[config.mk]
export PLATFORM = sky130hd
export DESIGN_NAME = frac_mod_sequencer
export DESIGN_NICKNAME = d
export VERILOG_FILES = /design/src/rtl/fnms_pkg.sv /design/src/rtl/fnms_frac_guard.sv /design/src/rtl/fnms_carry_unit.sv /design/src/rtl/fnms_phase_reg.sv /design/src/rtl/frac_mod_sequencer.sv
export SDC_FILE = /design/constraint.sdc
export NUM_CORES = 1
export LEC_CHECK = 0
export BUFFER_PORTS_ARGS = -buffer_cell sky130_fd_sc_hd__buf_2
export CORE_ASPECT_RATIO = 0.9
export CORE_MARGIN = 2
export CORE_UTILIZATION = 50
export DETAILED_ROUTE_END_ITERATION = 8
export MAX_ROUTING_LAYER = met4
export PLACE_DENSITY_LB_ADDON = 0.2
export RECOVER_POWER = 50
export SLEW_MARGIN = 20
export SYNTH_ARGS = -nofsm -noshare
export SYNTH_HDL_FRONTEND = slang
export SYNTH_SLANG_ARGS = --single-unit
[constraint.sdc]
create_clock -name clk -period 13.7 [get_ports clk]
set_input_delay 2.74 -clock clk [delete_from_list [all_inputs] [get_ports clk]]
set_output_delay 2.74 -clock clk [all_outputs]
set_load 0.05 [all_outputs]
[src/rtl/fnms_pkg.sv]
package fnms_pkg;
  typedef enum logic [1:0] {
    ACT_HOLD  = 2'd0,
    ACT_ADD   = 2'd1,
    ACT_WRAP  = 2'd2,
    ACT_CLEAR = 2'd3
  } acc_act_e;
endpackage

[src/rtl/fnms_frac_guard.sv]
// Validates the fraction against the modulus; an invalid pair yields zero.
module fnms_frac_guard #(
  parameter int FRAC_W = 12
) (
  input  logic [FRAC_W-1:0] frac_num,
  input  logic [FRAC_W-1:0] modulus,
  output logic [FRAC_W-1:0] frac_eff,
  output logic              bad_cfg
);
  always_comb begin
    bad_cfg  = (frac_num >= modulus);
    frac_eff = bad_cfg ? '0 : frac_num;
  end
endmodule

[src/rtl/fnms_carry_unit.sv]
// Sums accumulator and fraction, detects the wrap and forms the wrapped value.
module fnms_carry_unit #(
  parameter int FRAC_W = 12
) (
  input  logic [FRAC_W-1:0] acc,
  input  logic [FRAC_W-1:0] frac_eff,
  input  logic [FRAC_W-1:0] modulus,
  output logic              carry,
  output logic [FRAC_W-1:0] acc_next
);
  localparam int SUM_W = FRAC_W + 1;
  logic [SUM_W-1:0] sum;
  logic [SUM_W-1:0] wrapped;

  always_comb begin
    sum      = {1'b0, acc} + {1'b0, frac_eff};
    wrapped  = sum - {1'b0, modulus};
    carry    = (frac_eff != '0) && (sum >= {1'b0, modulus});
    acc_next = carry ? wrapped[FRAC_W-1:0] : sum[FRAC_W-1:0];
  end
endmodule

[src/rtl/fnms_phase_reg.sv]
// Accumulator register driven by an action code.
module fnms_phase_reg
  import fnms_pkg::*;
#(
  parameter int FRAC_W = 12
) (
  input  logic              clk,
  input  logic              rst_n,
  input  acc_act_e          act,
  input  logic [FRAC_W-1:0] acc_next,
  output logic [FRAC_W-1:0] acc_q
);
  always_ff @(posedge clk or negedge rst_n) begin
    if (!rst_n) begin
      acc_q <= '0;
    end else begin
      unique case (act)
        ACT_CLEAR: acc_q <= '0;
        ACT_ADD,
        ACT_WRAP:  acc_q <= acc_next;
        default:   acc_q <= acc_q;
      endcase
    end
  end
endmodule

[src/rtl/frac_mod_sequencer.sv]
module frac_mod_sequencer
  import fnms_pkg::*;
#(
  parameter int INT_W  = 16,
  parameter int FRAC_W = 12
) (
  input  logic              clk,
  input  logic              rst_n,
  input  logic              cfg_reload,
  input  logic              step_strobe,
  input  logic [INT_W-1:0]  int_part,
  input  logic [FRAC_W-1:0] frac_num,
  input  logic [FRAC_W-1:0] modulus,
  output logic [INT_W:0]    div_value,
  output logic              cfg_err
);
  localparam int OUT_W = INT_W + 1;

  logic [FRAC_W-1:0] frac_eff;
  logic [FRAC_W-1:0] acc_q;
  logic [FRAC_W-1:0] acc_next;
  logic              carry;
  acc_act_e          act;

  fnms_frac_guard #(.FRAC_W(FRAC_W)) i_guard (
    .frac_num (frac_num),
    .modulus  (modulus),
    .frac_eff (frac_eff),
    .bad_cfg  (cfg_err)
  );

  fnms_carry_unit #(.FRAC_W(FRAC_W)) i_carry (
    .acc      (acc_q),
    .frac_eff (frac_eff),
    .modulus  (modulus),
    .carry    (carry),
    .acc_next (acc_next)
  );

  always_comb begin
    if (cfg_reload)       act = ACT_CLEAR;
    else if (!step_strobe) act = ACT_HOLD;
    else if (carry)       act = ACT_WRAP;
    else                  act = ACT_ADD;
  end

  fnms_phase_reg #(.FRAC_W(FRAC_W)) i_phase (
    .clk      (clk),
    .rst_n    (rst_n),
    .act      (act),
    .acc_next (acc_next),
    .acc_q    (acc_q)
  );

  assign div_value = OUT_W'(int_part) + OUT_W'(carry);
endmodule

After elaboration in Yosys (flattened, before gate mapping) --
Cells that the tools add are included.
Storage, ports and cells: logic and storage cells 19, bits in registers 12, output and inout bits 18
Cells by class: equal/unequal tests 3, $lt $le $gt $ge 2, reduce and logical (&&, ||, !) cells 4, multiplexer cells 6, add/subtract/negate cells 3
Operators by type and width (number):
- $mux W12 | 2
- $pmux W12 S2 | 1
- $add A16 B1 Y17 | 1
- $add A12 B12 Y13 | 1
- $ge A13 B12 Y1 | 1
- $ge A12 B12 Y1 | 1
- $reduce_bool A12 Y1 | 1
- $sub A12 B12 Y12 | 1
- $mux W2 | 3
- $eq A2 B2 Y1 const B | 2
- $eq A2 B1 Y1 const B | 1
- $reduce_bool A2 Y1 | 1
- $reduce_or A2 Y1 | 1
- $logic_and A1 B1 Y1 | 1

Depth between registers and ports, before layout --
depth in word-level cells 11, depth in mapped cells 29

By module --
A second synthesis with hierarchy kept.
Unflattened totals: cells, all modules 333, area total of the unflattened synthesis 2701.3 µm²
Modules (own cells, without submodules):
- fnms_carry_unit | times used 1, sequential area each 0.0 µm², cells an instance 179, area an instance 1413.9 µm²
- fnms_phase_reg | times used 1, sequential area each 300.3 µm², cells an instance 54, area an instance 490.5 µm²
- fnms_frac_guard | times used 1, sequential area each 0.0 µm², cells an instance 55, area an instance 446.7 µm²
- frac_mod_sequencer | times used 1, sequential area each 0.0 µm², cells an instance 45, area an instance 350.3 µm²

Worst setup path after synthesis --
No wires, ideal clock.
path kind input -> output, from in frac_num[0], to out div_value[16], data arrival time 8993 ps, stages 27, setup slack 1967 ps, path buffers 2, cells stage by stage inv_1 ha_1 nand2b_1 a21o_1 a211oi_1 o211a_1 clkbuf_1 inv_1 nor2_1 ha_1 inv_1 fa_1 nor2b_1 o31a_1 o22ai_1 o21ai_0 xor2_1 ha_1 nand2_1 nor4_1 nor4_1 a21oi_1 o211a_1 buf_6 ha_1 nand4_1 nor4_1
On the way: cells in the longest elaborated chain, start to end 6, elaborated cells on any way between the ends 7
Ends and longest elaborated chain:
- from (decl) | RTL line frac_mod_sequencer.sv:12 | input logic [FRAC_W-1:0] frac_num,
- $ge A12 B12 Y1 (*) | RTL line fnms_frac_guard.sv:11 | bad_cfg = (frac_num >= modulus);
- net cfg_err | RTL line frac_mod_sequencer.sv:15 | output logic cfg_err
- $mux W12 (*) | RTL line fnms_frac_guard.sv:12 | frac_eff = bad_cfg ? '0 : frac_num;
- $add A12 B12 Y13 | RTL line fnms_carry_unit.sv:16 | sum = {1'b0, acc} + {1'b0, frac_eff};
- $ge A13 B12 Y1 | RTL line fnms_carry_unit.sv:18 | carry = (frac_eff != '0) && (sum >= {1'b0, modulus});
- $logic_and A1 B1 Y1 (*) | RTL line fnms_carry_unit.sv:18
- $add A16 B1 Y17 (*) | RTL line frac_mod_sequencer.sv:55 | assign div_value = OUT_W'(int_part) + OUT_W'(carry);
- to (decl) | RTL line frac_mod_sequencer.sv:14 | output logic [INT_W:0] div_value,
The timed path passes the listed nets; every way through them passes the cells marked *.

Worst setup path in the final report --
from in frac_num[0], to out div_value[15]
On the way: cells in the longest elaborated chain, start to end 6, elaborated cells on any way between the ends 7
Ends and longest elaborated chain (RTL line):
- $ge A12 B12 Y1 | fnms_frac_guard.sv:11
- $mux W12 (*) | fnms_frac_guard.sv:12
- $add A12 B12 Y13 | fnms_carry_unit.sv:16
- $ge A13 B12 Y1 | fnms_carry_unit.sv:18
- $logic_and A1 B1 Y1 (*) | fnms_carry_unit.sv:18
- $add A16 B1 Y17 (*) | frac_mod_sequencer.sv:55
Mark *: on every way between the ends. The rest lies on a longest branch, timed or not.

==> impl_metrics.csv <==
group,metric,value,unit
synth,ys_async_sr_fraction,1.00,
place,gp_congestion,0.958,
route,wl_met1,3050,um
synth,synthesis.instances,311,
synth,netlist_top_cells_area,"sky130_fd_sc_hd__ha_1 20%, sky130_fd_sc_hd__dfrtp_1 13%, sky130_fd_sc_hd__xnor2_1 8.8%",
power_and_ir_drop,leakage,1.39,nW
route,ant_nets,0,
finish,flow.area_growth_from_synthesis,16.6,%
route,routed_via_density,5.70,
clock_network,ctsRootBufferMaster,"sky130_fd_sc_hd__clkbuf_8",
finish,insertedDiodeCount,0,
clock_network,cts-buffers-inserted,3,
route,met2_length,2850,um
floorplanning,die_w,76.8,um
route,wl_met3,473,um
finish,final_design_area_no_fill,2780,um^2
route,post-route-drc-count,0,
floorplanning,initial_utilization,0.528,
route,maxUsedRoutingLayer,"met4",
timing,min_period,12.03,ns
setup_path,cp.arrival,9.29,ns
setup_path,crit_top_cell,"sky130_fd_sc_hd__ha_1",
setup_path,critPathCaptureType,"primary output",
job,cap_viol_max_count,0,
place,place_worst_setup_slack,1.74,ns
setup_path,crit_path_max_incr_delay,0.59,ns
min_path,worst_hold_path_type,"reg -> reg",
synth,largest_area_contributor_in_the_synthesized_netlist,"sky130_fd_sc_hd__ha_1",
finish,largest_register_ffs,12,
finish,final_layout_size_suffix_gt1_frac,0.192,
timing,relSlewSlack,0.567,
grt,track_usage,0.257,
timing,layout_worst_path_cycle_share,0.878,
timing,worstMarginPinSlew,0.647,ns
grt,antenna_found_initial,0,
route,routedWlPerCell,14.9,um
clock_network,cts_tree,"yes",
timing,fin_skew,0.00118,ns
floorplanning,core.rowCount,23,
timing,post-route-worst-setup-slack,1.67,ns
synth,postSynthRegisterBits,12,
route,drt_first_iter_violations,187,
clock_network,cts_max_path_buffers,2,
synth,synth.yosys.seq_area_share,0.126,
finish,largest_registers,"i_phase.acc_q (12)",
timing,drv_slew,0,
synth,synth_cell_type_count,53,
grt,first_global_vias,2322,
setup_path,timing.critical_path.required,10.96,ns
finish,final_net_count,455,
finish,filler_cell_count,453,
floorplanning,floorplan.die_area,5340,um^2
grt,gr-total-overflow,0,
setup_path,critical_path.slowest_cell,"sky130_fd_sc_hd__o211a_1",
timing,timing.fmax,83.1,MHz
clock_network,cts_sinks,12,
floorplanning,coreArea,4520,um^2
route,vias,2464,
finish,postLayoutCoreUtil,0.616,
synth,syn_avg_cell_area,7.67,um^2
timing,setup_viol,0,
synth,netlist.area_leader.share,0.199,
finish,top_register,"i_phase.acc_q",
synth,syn_nets,395,
synth,netlist_area,2380,um^2
clock_network,clk_transition_reported_paths,0.05,ns
place,detailed_place_hpwl,5550,um
timing,timing.setup.tns,0,ns
setup_path,path_class,"in -> out",
route,firstDrtPassIters,5,
place,postPlaceCellArea,2730,um^2
timing,grt_setup_unrepaired,"no",
setup_path,regToRegSetupSlack,9.45,ns
floorplanning,fp.dieH,69.5,um
clock_network,h_tree_lvls,1,
setup_path,cp_max_fo,21,
run_status,run_status,"completed",
clock_network,cts_resized,0,
power_and_ir_drop,vdd_ir_drop_max,101,uV
route,totalWireLength,6450,um
clock_network,clk-insertion-delay-late,0.24,ns
synth,ys_dominant_reg_cell,"sky130_fd_sc_hd__dfrtp_1",
synth,number_of_flops_mapped_to_enable_cells_by_yosys,0,
clock_network,post_cts_buffers,0,
place,numPortBuffers,61,
power_and_ir_drop,power_density,171,nW/um^2
clock_network,cts.hold.buffers_added,0,
finish,mostFrequentLayoutCells,"59 x sky130_fd_sc_hd__buf_2, 38 x sky130_fd_sc_hd__ha_1, 30 x sky130_fd_sc_hd__nand2_1",
setup_path,startpoint_type,"input pin",
finish,layout.cells.most_common,"sky130_fd_sc_hd__buf_2",
timing,timing_hold_violations_final,0,
synth,ys.warnings.count,0,
grt,grt_max_degree,22,
floorplanning,ioPinCount,62,
grt,first_pass_grt_wire_length,10800,um
[per-stage QoR]
step	power, mW	instances	hold slack, ns
final	0.475	432	0.529
after floorplan	0.350	311	0.468
after detailed placement	0.428	428	0.516
after CTS	0.469	432	0.529
after global routing	0.514	432	0.577
after global placement	0.424	428	0.498
[critical path: cells and delay by family]
kind | cells | cell delay, ns
buf+inv | 5 | 0.58
xor+xnor | 2 | 0.28
simple gates | 9 | 1.77
compound gates | 8 | 2.36
fa+ha+maj | 5 | 1.55
[Yosys cell counts (2+ instances only)]
cell type	instances
sky130_fd_sc_hd__or3_2	2
sky130_fd_sc_hd__o211ai_1	5
sky130_fd_sc_hd__o21a_1	4
sky130_fd_sc_hd__mux2i_1	3
sky130_fd_sc_hd__fa_1	2
sky130_fd_sc_hd__o31a_1	2
sky130_fd_sc_hd__a311oi_1	2
sky130_fd_sc_hd__nor3_1	4
sky130_fd_sc_hd__a21oi_1	18
sky130_fd_sc_hd__o21bai_1	2
sky130_fd_sc_hd__nor2_1	23
sky130_fd_sc_hd__nand3_1	15
sky130_fd_sc_hd__nand3b_1	2
sky130_fd_sc_hd__a211oi_1	7
sky130_fd_sc_hd__o211a_1	2
sky130_fd_sc_hd__nand4_1	3
sky130_fd_sc_hd__nor4_1	7
sky130_fd_sc_hd__ha_1	38
sky130_fd_sc_hd__and3_1	5
sky130_fd_sc_hd__nor2b_1	5
sky130_fd_sc_hd__o31ai_1	3
sky130_fd_sc_hd__inv_1	25
sky130_fd_sc_hd__a21o_1	6
sky130_fd_sc_hd__xnor2_1	24
sky130_fd_sc_hd__dfrtp_1	12
sky130_fd_sc_hd__or3_1	3
sky130_fd_sc_hd__clkbuf_1	3
sky130_fd_sc_hd__nand2b_1	2
sky130_fd_sc_hd__and2_1	11
sky130_fd_sc_hd__nand2_1	30
sky130_fd_sc_hd__o22ai_1	2
sky130_fd_sc_hd__o21ai_0	10
sky130_fd_sc_hd__buf_6	2
sky130_fd_sc_hd__xor2_1	8
[cell type report]
cell class / instances / area (um^2) / share of cell area
Clock buffer: 4 / 55.1 / 0.0198
Inverter: 25 / 93.8 / 0.0337
Multi-Input combinational cell: 268 / 1950 / 0.702
Sequential cell: 12 / 300 / 0.108
Tap cell: 62 / 77.6 / 0.0279
Timing Repair Buffer: 61 / 303 / 0.109
[power by group]
part | switching, mW | total (mW) | internal, mW | leakage [nW]
Clock | 0.0132 | 0.0386 | 0.0254 | 0.0288
Combinational | 0.226 | 0.380 | 0.154 | 1.20
Sequential | 0.00902 | 0.0563 | 0.0472 | 0.159
Total | 0.248 | 0.475 | 0.227 | 1.39
[logic make-up after synthesis]
kind of cell,after synthesis,share of synthesized area
simple gates,117,0.249
mux,3,0.0126
compound gates,76,0.223
flops,12,0.126
xor+xnor,32,0.118
buf+inv,31,0.0556
fa+ha+maj,40,0.216
[layer usage]
layer,vias up,track usage
li1,1242,-
met1,1117,0.356
met2,98,0.405
met3,7,0.0208
met4,0,0.0626
met5,-,-
[final timing paths]
path | start | end | cells after the start
max | frac_num[0] | div_value[15] | 29
min | i_phase.acc_q[7]$_DFFE_PN0P_ | i_phase.acc_q[7]$_DFFE_PN0P_ | 2
max reg2reg | i_phase.acc_q[0]$_DFFE_PN0P_ | i_phase.acc_q[8]$_DFFE_PN0P_ | 16
min reg2reg | i_phase.acc_q[7]$_DFFE_PN0P_ | i_phase.acc_q[7]$_DFFE_PN0P_ | 2
max in group asynchronous | rst_n | i_phase.acc_q[9]$_DFFE_PN0P_ | 1
min in group asynchronous | rst_n | i_phase.acc_q[0]$_DFFE_PN0P_ | 1
No activity file was read; power rests on OpenSTA's default activity.
